==> src/rtl/fold_pkg.sv <==
package fold_pkg;
  typedef enum logic {
    HALF_FIRST  = 1'b0,
    HALF_SECOND = 1'b1
  } half_e;
endpackage

==> src/rtl/fold_seq_ctrl.sv <==
module fold_seq_ctrl
  import fold_pkg::*;
#(
  parameter int HALF = 4,
  parameter int IW   = 2
) (
  input  logic          clk,
  input  logic          rst_n,
  input  logic          in_valid,
  output half_e         half_q,
  output logic [IW-1:0] idx_q,
  output logic          primed_q,
  output logic          dir_up_q
);
  half_e         half_d;
  logic [IW-1:0] idx_d;
  logic          primed_d;
  logic          dir_d;
  logic          wrap;

  assign wrap = (idx_q == IW'(HALF - 1));

  always_comb begin
    half_d   = half_q;
    idx_d    = idx_q;
    primed_d = primed_q;
    dir_d    = dir_up_q;
    if (in_valid) begin
      idx_d = wrap ? '0 : idx_q + IW'(1);
      if (wrap) begin
        half_d = (half_q == HALF_FIRST) ? HALF_SECOND : HALF_FIRST;
        if (half_q == HALF_FIRST) dir_d = ~dir_up_q;
        else                      primed_d = 1'b1;
      end
    end
  end

  always_ff @(posedge clk or negedge rst_n) begin
    if (!rst_n) begin
      half_q   <= HALF_FIRST;
      idx_q    <= '0;
      primed_q <= 1'b0;
      dir_up_q <= 1'b1;
    end else begin
      half_q   <= half_d;
      idx_q    <= idx_d;
      primed_q <= primed_d;
      dir_up_q <= dir_d;
    end
  end

  // idle cycles leave the sequencing state untouched
  a_r6_hold_when_idle: assert property (@(posedge clk) disable iff (!rst_n)
    !in_valid |=> ($stable(idx_q) && $stable(half_q) && $stable(dir_up_q)));

  // entering a pairing half-frame reverses the buffer direction
  a_r7_dir_flips: assert property (@(posedge clk) disable iff (!rst_n)
    (in_valid && half_q == HALF_FIRST && wrap) |=>
      (half_q == HALF_SECOND && dir_up_q != $past(dir_up_q)));
endmodule

==> src/rtl/fold_bidir_buf.sv <==
module fold_bidir_buf #(
  parameter int HALF = 4,
  parameter int W    = 16
) (
  input  logic         clk,
  input  logic         rst_n,
  input  logic         en,
  input  logic         dir_up,
  input  logic [W-1:0] din,
  output logic [W-1:0] dout
);
  logic [W-1:0] cell_q [HALF];
  logic [W-1:0] cell_d [HALF];

  for (genvar k = 0; k < HALF; k++) begin : g_cell
    logic [W-1:0] from_below;
    logic [W-1:0] from_above;
    if (k == 0) begin : g_bot
      assign from_below = din;
    end else begin : g_mid_b
      assign from_below = cell_q[k-1];
    end
    if (k == HALF - 1) begin : g_top
      assign from_above = din;
    end else begin : g_mid_a
      assign from_above = cell_q[k+1];
    end
    always_comb begin
      cell_d[k] = cell_q[k];
      if (en) cell_d[k] = dir_up ? from_below : from_above;
    end
  end

  assign dout = dir_up ? cell_q[HALF-1] : cell_q[0];

  always_ff @(posedge clk or negedge rst_n) begin
    if (!rst_n) begin
      for (int k = 0; k < HALF; k++) cell_q[k] <= '0;
    end else begin
      for (int k = 0; k < HALF; k++) cell_q[k] <= cell_d[k];
    end
  end
endmodule

==> src/rtl/fold_uni_buf.sv <==
module fold_uni_buf #(
  parameter int HALF = 4,
  parameter int W    = 16
) (
  input  logic         clk,
  input  logic         rst_n,
  input  logic         en,
  input  logic [W-1:0] din,
  output logic [W-1:0] dout
);
  logic [W-1:0] cell_q [HALF];
  logic [W-1:0] cell_d [HALF];

  for (genvar k = 0; k < HALF; k++) begin : g_cell
    if (k == 0) begin : g_bot
      assign cell_d[k] = en ? din : cell_q[k];
    end else begin : g_mid
      assign cell_d[k] = en ? cell_q[k-1] : cell_q[k];
    end
  end

  assign dout = cell_q[HALF-1];

  always_ff @(posedge clk or negedge rst_n) begin
    if (!rst_n) begin
      for (int k = 0; k < HALF; k++) cell_q[k] <= '0;
    end else begin
      for (int k = 0; k < HALF; k++) cell_q[k] <= cell_d[k];
    end
  end
endmodule

==> src/rtl/fold_twiddle_rom.sv <==
module fold_twiddle_rom #(
  parameter int FRAME_LEN = 8,
  parameter int HALF      = 4,
  parameter int IW        = 2,
  parameter int COEF_W    = 16,
  parameter int FRAC      = 14
) (
  input  logic                     [IW-1:0] idx,
  output logic signed [COEF_W-1:0]          coef
);
  localparam real PI_R = 3.14159265358979323846;

  logic signed [COEF_W-1:0] tbl [HALF];
  logic [IW-1:0] rev;

  for (genvar n = 0; n < HALF; n++) begin : g_tw
    localparam real ANG = (2.0 * real'(n) + 1.0) * PI_R / (2.0 * real'(FRAME_LEN));
    localparam int  CQ  = int'($floor($cos(ANG) * real'(1 << FRAC) + 0.5));
    assign tbl[n] = COEF_W'(CQ);
  end

  // differences leave with j ascending, which is n = HALF-1-j descending
  assign rev  = IW'(HALF - 1) - idx;
  assign coef = tbl[rev];
endmodule

==> src/rtl/fold_butterfly_stage.sv <==
module fold_butterfly_stage
  import fold_pkg::*;
#(
  parameter int FRAME_LEN = 8,
  parameter int DATA_W    = 16,
  parameter int COEF_W    = 16,
  parameter int COEF_FRAC = 14
) (
  input  logic              clk,
  input  logic              rst_n,
  input  logic              in_valid,
  input  logic [DATA_W-1:0] in_data,
  output logic              out_valid,
  output logic [DATA_W:0]   out_data,
  output logic              out_is_sum
);
  localparam int HALF   = FRAME_LEN / 2;
  localparam int IW     = (HALF > 1) ? $clog2(HALF) : 1;
  localparam int OUT_W  = DATA_W + 1;
  localparam int PROD_W = OUT_W + COEF_W;
  localparam logic signed [PROD_W-1:0] RND = PROD_W'(1) <<< (COEF_FRAC - 1);

  half_e         half_q;
  logic [IW-1:0] idx_q;
  logic          primed_q;
  logic          dir_up_q;
  logic [DATA_W-1:0] pop_bi;
  logic [DATA_W-1:0] pop_uni;
  logic signed [COEF_W-1:0] coef;

  fold_seq_ctrl #(.HALF(HALF), .IW(IW)) u_ctrl (
    .clk(clk), .rst_n(rst_n), .in_valid(in_valid),
    .half_q(half_q), .idx_q(idx_q), .primed_q(primed_q), .dir_up_q(dir_up_q)
  );

  fold_bidir_buf #(.HALF(HALF), .W(DATA_W)) u_bidir (
    .clk(clk), .rst_n(rst_n), .en(in_valid), .dir_up(dir_up_q),
    .din(in_data), .dout(pop_bi)
  );

  fold_uni_buf #(.HALF(HALF), .W(DATA_W)) u_uni (
    .clk(clk), .rst_n(rst_n), .en(in_valid), .din(pop_bi), .dout(pop_uni)
  );

  fold_twiddle_rom #(
    .FRAME_LEN(FRAME_LEN), .HALF(HALF), .IW(IW), .COEF_W(COEF_W), .FRAC(COEF_FRAC)
  ) u_rom (
    .idx(idx_q), .coef(coef)
  );

  // shared adder/subtractor: one select drives operand mux and operation
  logic                    add_sel;
  logic [DATA_W-1:0]       opa_raw, opb_raw;
  logic signed [OUT_W-1:0] opa, opb, as_res;
  logic signed [PROD_W-1:0] prod, rounded;
  logic [PROD_W-OUT_W:0]   hi_bits;
  logic signed [OUT_W-1:0] scaled;
  logic                    vld_d, sum_d;
  logic [OUT_W-1:0]        data_d;

  assign add_sel = (half_q == HALF_SECOND);
  assign opa_raw = add_sel ? pop_bi  : pop_uni;
  assign opb_raw = add_sel ? in_data : pop_bi;
  assign opa     = {opa_raw[DATA_W-1], opa_raw};
  assign opb     = {opb_raw[DATA_W-1], opb_raw};
  assign as_res  = add_sel ? (opa + opb) : (opa - opb);

  assign prod    = as_res * coef;
  assign rounded = (prod + RND) >>> COEF_FRAC;
  assign hi_bits = rounded[PROD_W-1:OUT_W-1];

  always_comb begin
    if ((&hi_bits) || !(|hi_bits)) scaled = rounded[OUT_W-1:0];
    else if (rounded[PROD_W-1])     scaled = {1'b1, {(OUT_W-1){1'b0}}};
    else                            scaled = {1'b0, {(OUT_W-1){1'b1}}};
  end

  always_comb begin
    vld_d  = in_valid && (add_sel || primed_q);
    sum_d  = out_is_sum;
    data_d = out_data;
    if (vld_d) begin
      sum_d  = add_sel;
      data_d = add_sel ? as_res : scaled;
    end
  end

  always_ff @(posedge clk or negedge rst_n) begin
    if (!rst_n) begin
      out_valid  <= 1'b0;
      out_is_sum <= 1'b0;
      out_data   <= '0;
    end else begin
      out_valid  <= vld_d;
      out_is_sum <= sum_d;
      out_data   <= data_d;
    end
  end

  // magnitudes for the scaling check
  logic [OUT_W:0] res_ext, res_mag, out_ext, out_mag;
  assign res_ext = {as_res[OUT_W-1], as_res};
  assign res_mag = res_ext[OUT_W] ? -res_ext : res_ext;
  assign out_ext = {out_data[OUT_W-1], out_data};
  assign out_mag = out_ext[OUT_W] ? -out_ext : out_ext;

  // a result needs an accepted word one clock earlier
  a_r6_out_needs_input: assert property (@(posedge clk) disable iff (!rst_n)
    out_valid |-> $past(in_valid));

  // twiddle scaling never grows the difference
  a_r3_diff_not_larger: assert property (@(posedge clk) disable iff (!rst_n)
    (out_valid && !out_is_sum) |-> (out_mag <= $past(res_mag) + 1'b1));
endmodule

==> config.mk <==
export PLATFORM = sky130hd
export DESIGN_NAME = fold_butterfly_stage
export DESIGN_NICKNAME = d
export VERILOG_FILES = /design/src/rtl/fold_pkg.sv /design/src/rtl/fold_seq_ctrl.sv /design/src/rtl/fold_bidir_buf.sv /design/src/rtl/fold_uni_buf.sv /design/src/rtl/fold_twiddle_rom.sv /design/src/rtl/fold_butterfly_stage.sv
export SDC_FILE = /design/constraint.sdc
export NUM_CORES = 1
export LEC_CHECK = 0
export BUFFER_PORTS_ARGS = -buffer_cell sky130_fd_sc_hd__buf_4
export CORE_MARGIN = 10
export CORE_UTILIZATION = 50
export CTS_CLUSTER_DIAMETER = 100
export DETAILED_ROUTE_END_ITERATION = 6
export GPL_ROUTABILITY_DRIVEN = 1
export GPL_TIMING_DRIVEN = 0
export PLACE_DENSITY = 0.66
export SYNTH_ARGS = -nofsm -noshare
export SYNTH_HDL_FRONTEND = slang
export SYNTH_HIERARCHICAL = 1
export SYNTH_SLANG_ARGS = --single-unit
==> constraint.sdc <==
create_clock -name clk -period 17.3 [get_ports clk]
set_input_delay 3.46 -clock clk [delete_from_list [all_inputs] [get_ports clk]]
set_output_delay 3.46 -clock clk [all_outputs]
set_load 0.05 [all_outputs]
==> flow_summary_export.csv, run 1 <==
group,metric,value,unit
cts,post_cts_buffers,0,
worst_setup_path,path_buf_inv,7,
cts,holdBufCountCts,0,
yosys,synth.top_cell.area_share,28.2,%
timing,rsz0062_at_grt,"false",
cts,root_buffer,"clkbuf_16",
place,hpwl,39500,µm
place,place_congestion,0.884,
worst_setup_path,crit_path_max_fanout,10,
die,core,37700,µm²
yosys,yosysUniqueCellTypes,70,
worst_setup_path,cp-start-kind,"input pin",
yosys,synth-main-ff-cell,"dfrtp_1",
worst_setup_path,reg2reg_depth,39,
die,die_y,216,µm
timing,fmax,70.4,MHz
worst_setup_path,critical_path_class,"in2reg",
worst_setup_path,worstSetupEndpointType,"flip-flop",
timing,setup_viol,0,
status,violations,"max-capacitance violations, max-slew violations",
route,viasPerCell,5.48,
yosys,ys_seq_area_share,19.9,%
timing,period_minus_slack,14.20,ns
route,detail_route.wl_per_cell,19.9,µm
finish,fin_cells,2504,
yosys,yosysTopAreaCell,"fa_1",
timing,worstMarginPinSlew,1.52,ns
timing,tns,0,ns
worst_setup_path,cp_num_cells,39,
global_routing,grt_pass1_wl,80100,µm
route,drtAntennaViolNets,0,
route,drc,0,
die,die_w,216,µm
cts,clock-sinks,152,
yosys,yosysMostFrequentCell,"inv_1",
finish,finalNetCount,2374,
finish,drive_above_1_share,12.5,%
worst_setup_path,crit_top_cell,"fa_1",
timing,drv_slew,9,
die,initial_utilization,50.8,%
yosys,syn_avg_cell_area,9.95,µm²
worst_setup_path,critical_path.top_delay_family,"adder cells",
global_routing,antenna_found_initial,0,
worst_setup_path,cp_data_required_time,17.63,ns
hold_path,hold_class,"reg2reg",
yosys,yosys_warnings,6,
status,outcome,"complete, but fails checks",
cts,cts_resized,0,
global_routing,grt-ovfl-total,0,
timing,hold_viol,0,
route,drt_wl_total,49800,µm
worst_setup_path,slowest_delay,0.69,ns
yosys,async_reset_ff_share,100,%
yosys,postSynthCellCount,1922,
place,dp_cells,2472,
yosys,yosys-top-cells-count,"inv_1 (313), fa_1 (269), nand2_1 (165), dfrtp_1 (151), and2_1 (145)",
finish,antenna_cells,0,
yosys,synth_area_leaders,"fa_1 (28%), dfrtp_1 (20%), ha_1 (6.9%), inv_1 (6.1%), and2_1 (4.7%)",
cts,worstSkewPairLatency,0.44,ns
cts,path_clk_slew,0.06,ns
run,maxCapViolCount,1,
die,die_area,46500,µm²
route,first_pass_iters,6,
timing,slew_headroom,-1.64,%
timing,finalCritPeriodShare,82.1,%
global_routing,grt_usage,22.0,%
yosys,syn_area,19100,µm²
die,ios,38,
timing,finalClockSkew,0.00970,ns
worst_setup_path,crit_slowest_cell,"fa_1",
yosys,synth_edf_count,0,
yosys,synth-seq-cells,152,
hold_path,hold_depth,1,
cts,clock_path_buffers,2,
cts,cts_made_buffers,17,
cts,htreeDepth,4,
global_routing,grt_pass1_vias,14100,
global_routing,grt_max_degree,88,
cts,cts_tree,"done",
place,io_buffers,37,
die,rows,71,
worst_setup_path,worstPathArrival,14.53,ns
route,drt_iter0_markers,1008,
finish,area_delta_synth_final,8.40,%
route,dr_total_vias,13700,
## final cells by class
| cell class | instances | area (µm²) |
|---|---|---|
| plain buffers | 108 | 722 |
| clock buffers | 21 | 460 |
| clock inverters | 11 | 194 |
| fillers | 3378 | 16900 |
| inverters | 314 | 1180 |
| multi-input cells | 1349 | 13400 |
| flip-flops and latches | 152 | 3800 |
| well taps | 511 | 639 |
| repair buffers | 38 | 309 |
## through the flow
| step | area, µm² | util [%] | worst slack, ns | hold WS (ns) |
|---|---|---|---|---|
| 2_1_floorplan | 19100 | - | 4.41 | 0.473 |
| 3_3_place_gp | 20000 | 53.2 | 2.82 | 0.482 |
| 3_5_place_dp | 20100 | 53.3 | 2.81 | 0.493 |
| 4_1_cts | 20700 | 55.0 | 3.21 | 0.508 |
| 5_1_grt | 20700 | 55.0 | 2.35 | 0.517 |
| 6_report | 20700 | 55.0 | 3.10 | 0.504 |
## cell usage in the layout (no fill, tap or decap), drive strengths merged, types with 6 or more instances in the layout
master	n
a21oi	94
nor2	108
or2	6
ha	106
o21ai	33
clkbuf	67
nand3	7
dfrtp	151
nand2	165
nor3	17
xnor2	56
mux2i	66
xor2	26
fa	269
nand2b	6
o22a	14
a21o	18
o21bai	6
mux2	101
inv	314
buf	100
a31oi	18
and2	146
o21a	17
## registers in the layout, indices dropped and copies added (netlist names)
name,flops
u_ctrl/dir_up_q,1
out_valid,1
u_uni/dout,16
u_bidir/g_cell.from_above,48
out_is_sum,1
u_ctrl/half_q,1
u_ctrl/primed_q,1
u_bidir/g_cell.from_below,16
out_data,17
u_ctrl/idx_q,2
u_uni/cell_q,48
## path summary, 6_finish.rpt
path | start | slack (ns) | to
worst max-delay path | in_data[0] | 3.10 | out_data[11]
worst min-delay path | u_ctrl/dir_up_q | 0.50 | u_ctrl/dir_up_q
worst max register to register | u_ctrl/half_q | 4.53 | out_data[11]
worst min register to register | u_ctrl/dir_up_q | 0.50 | u_ctrl/dir_up_q
max in group asynchronous | rst_n | 13.43 | u_uni/cell_q[28]
min in group asynchronous | rst_n | 3.01 | u_bidir/g_cell[1].from_below[3]
## routing by layer
metal	track usage [%]	routed length, µm	vias to the layer above
met5	0	0	-
met4	6.34	1180	0
li1	-	-	6186
met3	3.80	3490	72
met1	31.9	22900	7034
met2	32.9	22200	434
## cell families after synthesis
| family | share of synthesized area [%] |
|---|---|
| and+or+nand+nor | 12.2 |
| muxes | 10.6 |
| adders and majority gates | 35.1 |
| DFF | 19.9 |
| buffers and inverters | 9.94 |
| xor gates and xnor gates | 3.76 |
| other | 0.0393 |
| AOI/OAI and AO/OA | 8.52 |
Power of run 1 is not shown: default switching activity piles up to over one toggle a cycle in this logic, so the estimate is an artifact.
==> inputs of run 2 (changes only) <==
PLACE_DENSITY = 0.68   (was 0.66)
clock period = 13 ns   (was 17.3 ns; I/O delays follow)
==> flow_summary_export.csv, run 2 (synthesis gave the netlist of run 1 again) <==
group,metric,value,unit
status,outcome,"complete, but fails checks",
status,violations,"max-capacitance violations, max-slew violations",
worst_setup_path,reg2reg_depth,38,
timing,worstMarginPinSlew,1.52,ns
timing,slew_headroom,-1.87,%
finish,post-route-util,55.4,%
finish,layout_commonest_cell,"inv_1",
worst_setup_path,critical_path_class,"in2reg",
place,io_buffers,37,
place,hpwl,39600,µm
timing,tns,0,ns
cts,clock_path_buffers,2,
die,die_w,216,µm
cts,htreeDepth,4,
place,dp_cells,2472,
cts,cts_made_buffers,17,
finish,finalNetCount,2380,
timing,finalClockSkew,0.00956,ns
die,rows,71,
route,detail_route.wl_per_cell,20.0,µm
die,core,37700,µm²
worst_setup_path,worstReg2RegEnd,"out_data[14]",
cts,path_clk_slew,0.06,ns
route,dr_total_vias,13700,
global_routing,grt_pass1_wl,81100,µm
worst_setup_path,crit_path_max_fanout,10,
cts,worstSkewPairLatency,0.42,ns
worst_setup_path,reg2reg_from,"u_ctrl/half_q",
hold_path,hold_depth,1,
timing,fmax,79.5,MHz
place,place_congestion,0.896,
route,first_pass_iters,6,
timing,rsz0062_at_grt,"false",
worst_setup_path,path_buf_inv,7,
run,maxCapViolCount,1,
finish,fin_cells,2511,
worst_setup_path,cp-start-kind,"input pin",
finish,drive_above_1_share,13.9,%
timing,period_minus_slack,12.58,ns
route,drc,0,
worst_setup_path,crit_slowest_cell,"fa_2",
worst_setup_path,worstPathArrival,12.90,ns
hold_path,hold_class,"reg2reg",
worst_setup_path,cp_num_cells,36,
worst_setup_path,r2r_setup_slack,0.76,ns
global_routing,antenna_found_initial,0,
finish,seq_area,3800,µm²
worst_setup_path,critical_path.top_delay_family,"adder cells",
cts,holdBufCountCts,0,
cts,cts_tree,"done",
die,die_area,46500,µm²
finish,num-fill-cells,3346,
timing,drv_slew,9,
timing,hold_viol,0,
cts,root_buffer,"clkbuf_16",
die,die_y,216,µm
timing,fin_hold_ws,0.500,ns
finish,area_delta_synth_final,9.05,%
worst_setup_path,worstSetupEndpointType,"flip-flop",
cts,clock-sinks,152,
worst_setup_path,cp-endpoint,"out_data[14]",
global_routing,grt-ovfl-total,0,
timing,setup_viol,0,
finish,multi_input_area,13500,µm²
global_routing,grt_usage,22.1,%
worst_setup_path,crit_start,"in_data[0]",
die,initial_utilization,50.8,%
worst_setup_path,slowest_delay,0.66,ns
worst_setup_path,cp_data_required_time,13.32,ns
worst_setup_path,crit_top_cell,"fa_1",
global_routing,grt_pass1_vias,14300,
finish,final_cell_mix,"inv_1 (312), fa_1 (266), nand2_1 (165), dfrtp_1 (151), and2_1 (145)",
route,drtAntennaViolNets,0,
route,viasPerCell,5.47,
timing,finalCritPeriodShare,96.8,%
die,ios,38,
route,drt_iter0_markers,1269,
global_routing,grt_max_degree,81,
route,drt_wl_total,50200,µm
run 2: changes by cell type in the layout (fill, tap and decap cells not counted), sizes merged:
cell / delta
clkbuf: -1
buf: +8
diode: +1
clkinvlp: +2
bufinv: -3
run 2: layout make-up:
| cell class | count | area share (%) |
|---|---|---|
| multi-input combinational | 1349 | 64.9 |
| sequential | 152 | 18.2 |
| inverter | 314 | 5.65 |
| buffer | 107 | 3.48 |
| tap | 511 | 3.07 |
| clock buffer | 22 | 2.27 |
| timing repair buffer | 45 | 1.79 |
| clock inverter | 10 | 0.570 |
| antenna | 1 | 0.0120 |
run 2: metrics by stage:
stage	instance area (µm²)	setup slack, ns
floorplan	19100	0.969
global placement	20000	-0.656
detailed placement	20100	-0.912
CTS	20700	0.0771
global route	20900	0.0291
finish	20900	0.418
run 2: what timing repair did:
| action | 4_1_cts | 5_1_grt |
|---|---|---|
| buffers inserted | 2 | 5 |
| resized for setup | 4 | 28 |
| pin swaps | 2 | 5 |
| setup endpoints to repair | 17 | 17 |
| endpoints found under the hold margin | 0 | 0 |
| cloned | 0 | 0 |
run 2: metal layers:
metal / GRT usage [%] / up-vias / share of wire, %
met5: 0 / - / 0
met4: 4.95 / 0 / 2.1
met3: 4.31 / 64 / 7.3
met2: 33.8 / 453 / 45
met1: 31.7 / 7022 / 46
li1: - / 6200 / -
run 2: worst min-delay path by stage:
stage	from	endpoint	slack [ns]
2_1_floorplan	u_ctrl/half_q	u_ctrl/half_q	0.47
3_3_place_gp	u_uni/cell_q[48]	u_uni/cell_q[32]	0.49
3_5_place_dp	u_ctrl/dir_up_q	u_ctrl/dir_up_q	0.49
4_1_cts	u_uni/cell_q[46]	u_uni/cell_q[30]	0.50
5_1_grt	u_ctrl/dir_up_q	u_ctrl/dir_up_q	0.51
6_report	u_uni/cell_q[46]	u_uni/cell_q[30]	0.50
Power of run 2 is left out for the same reason.
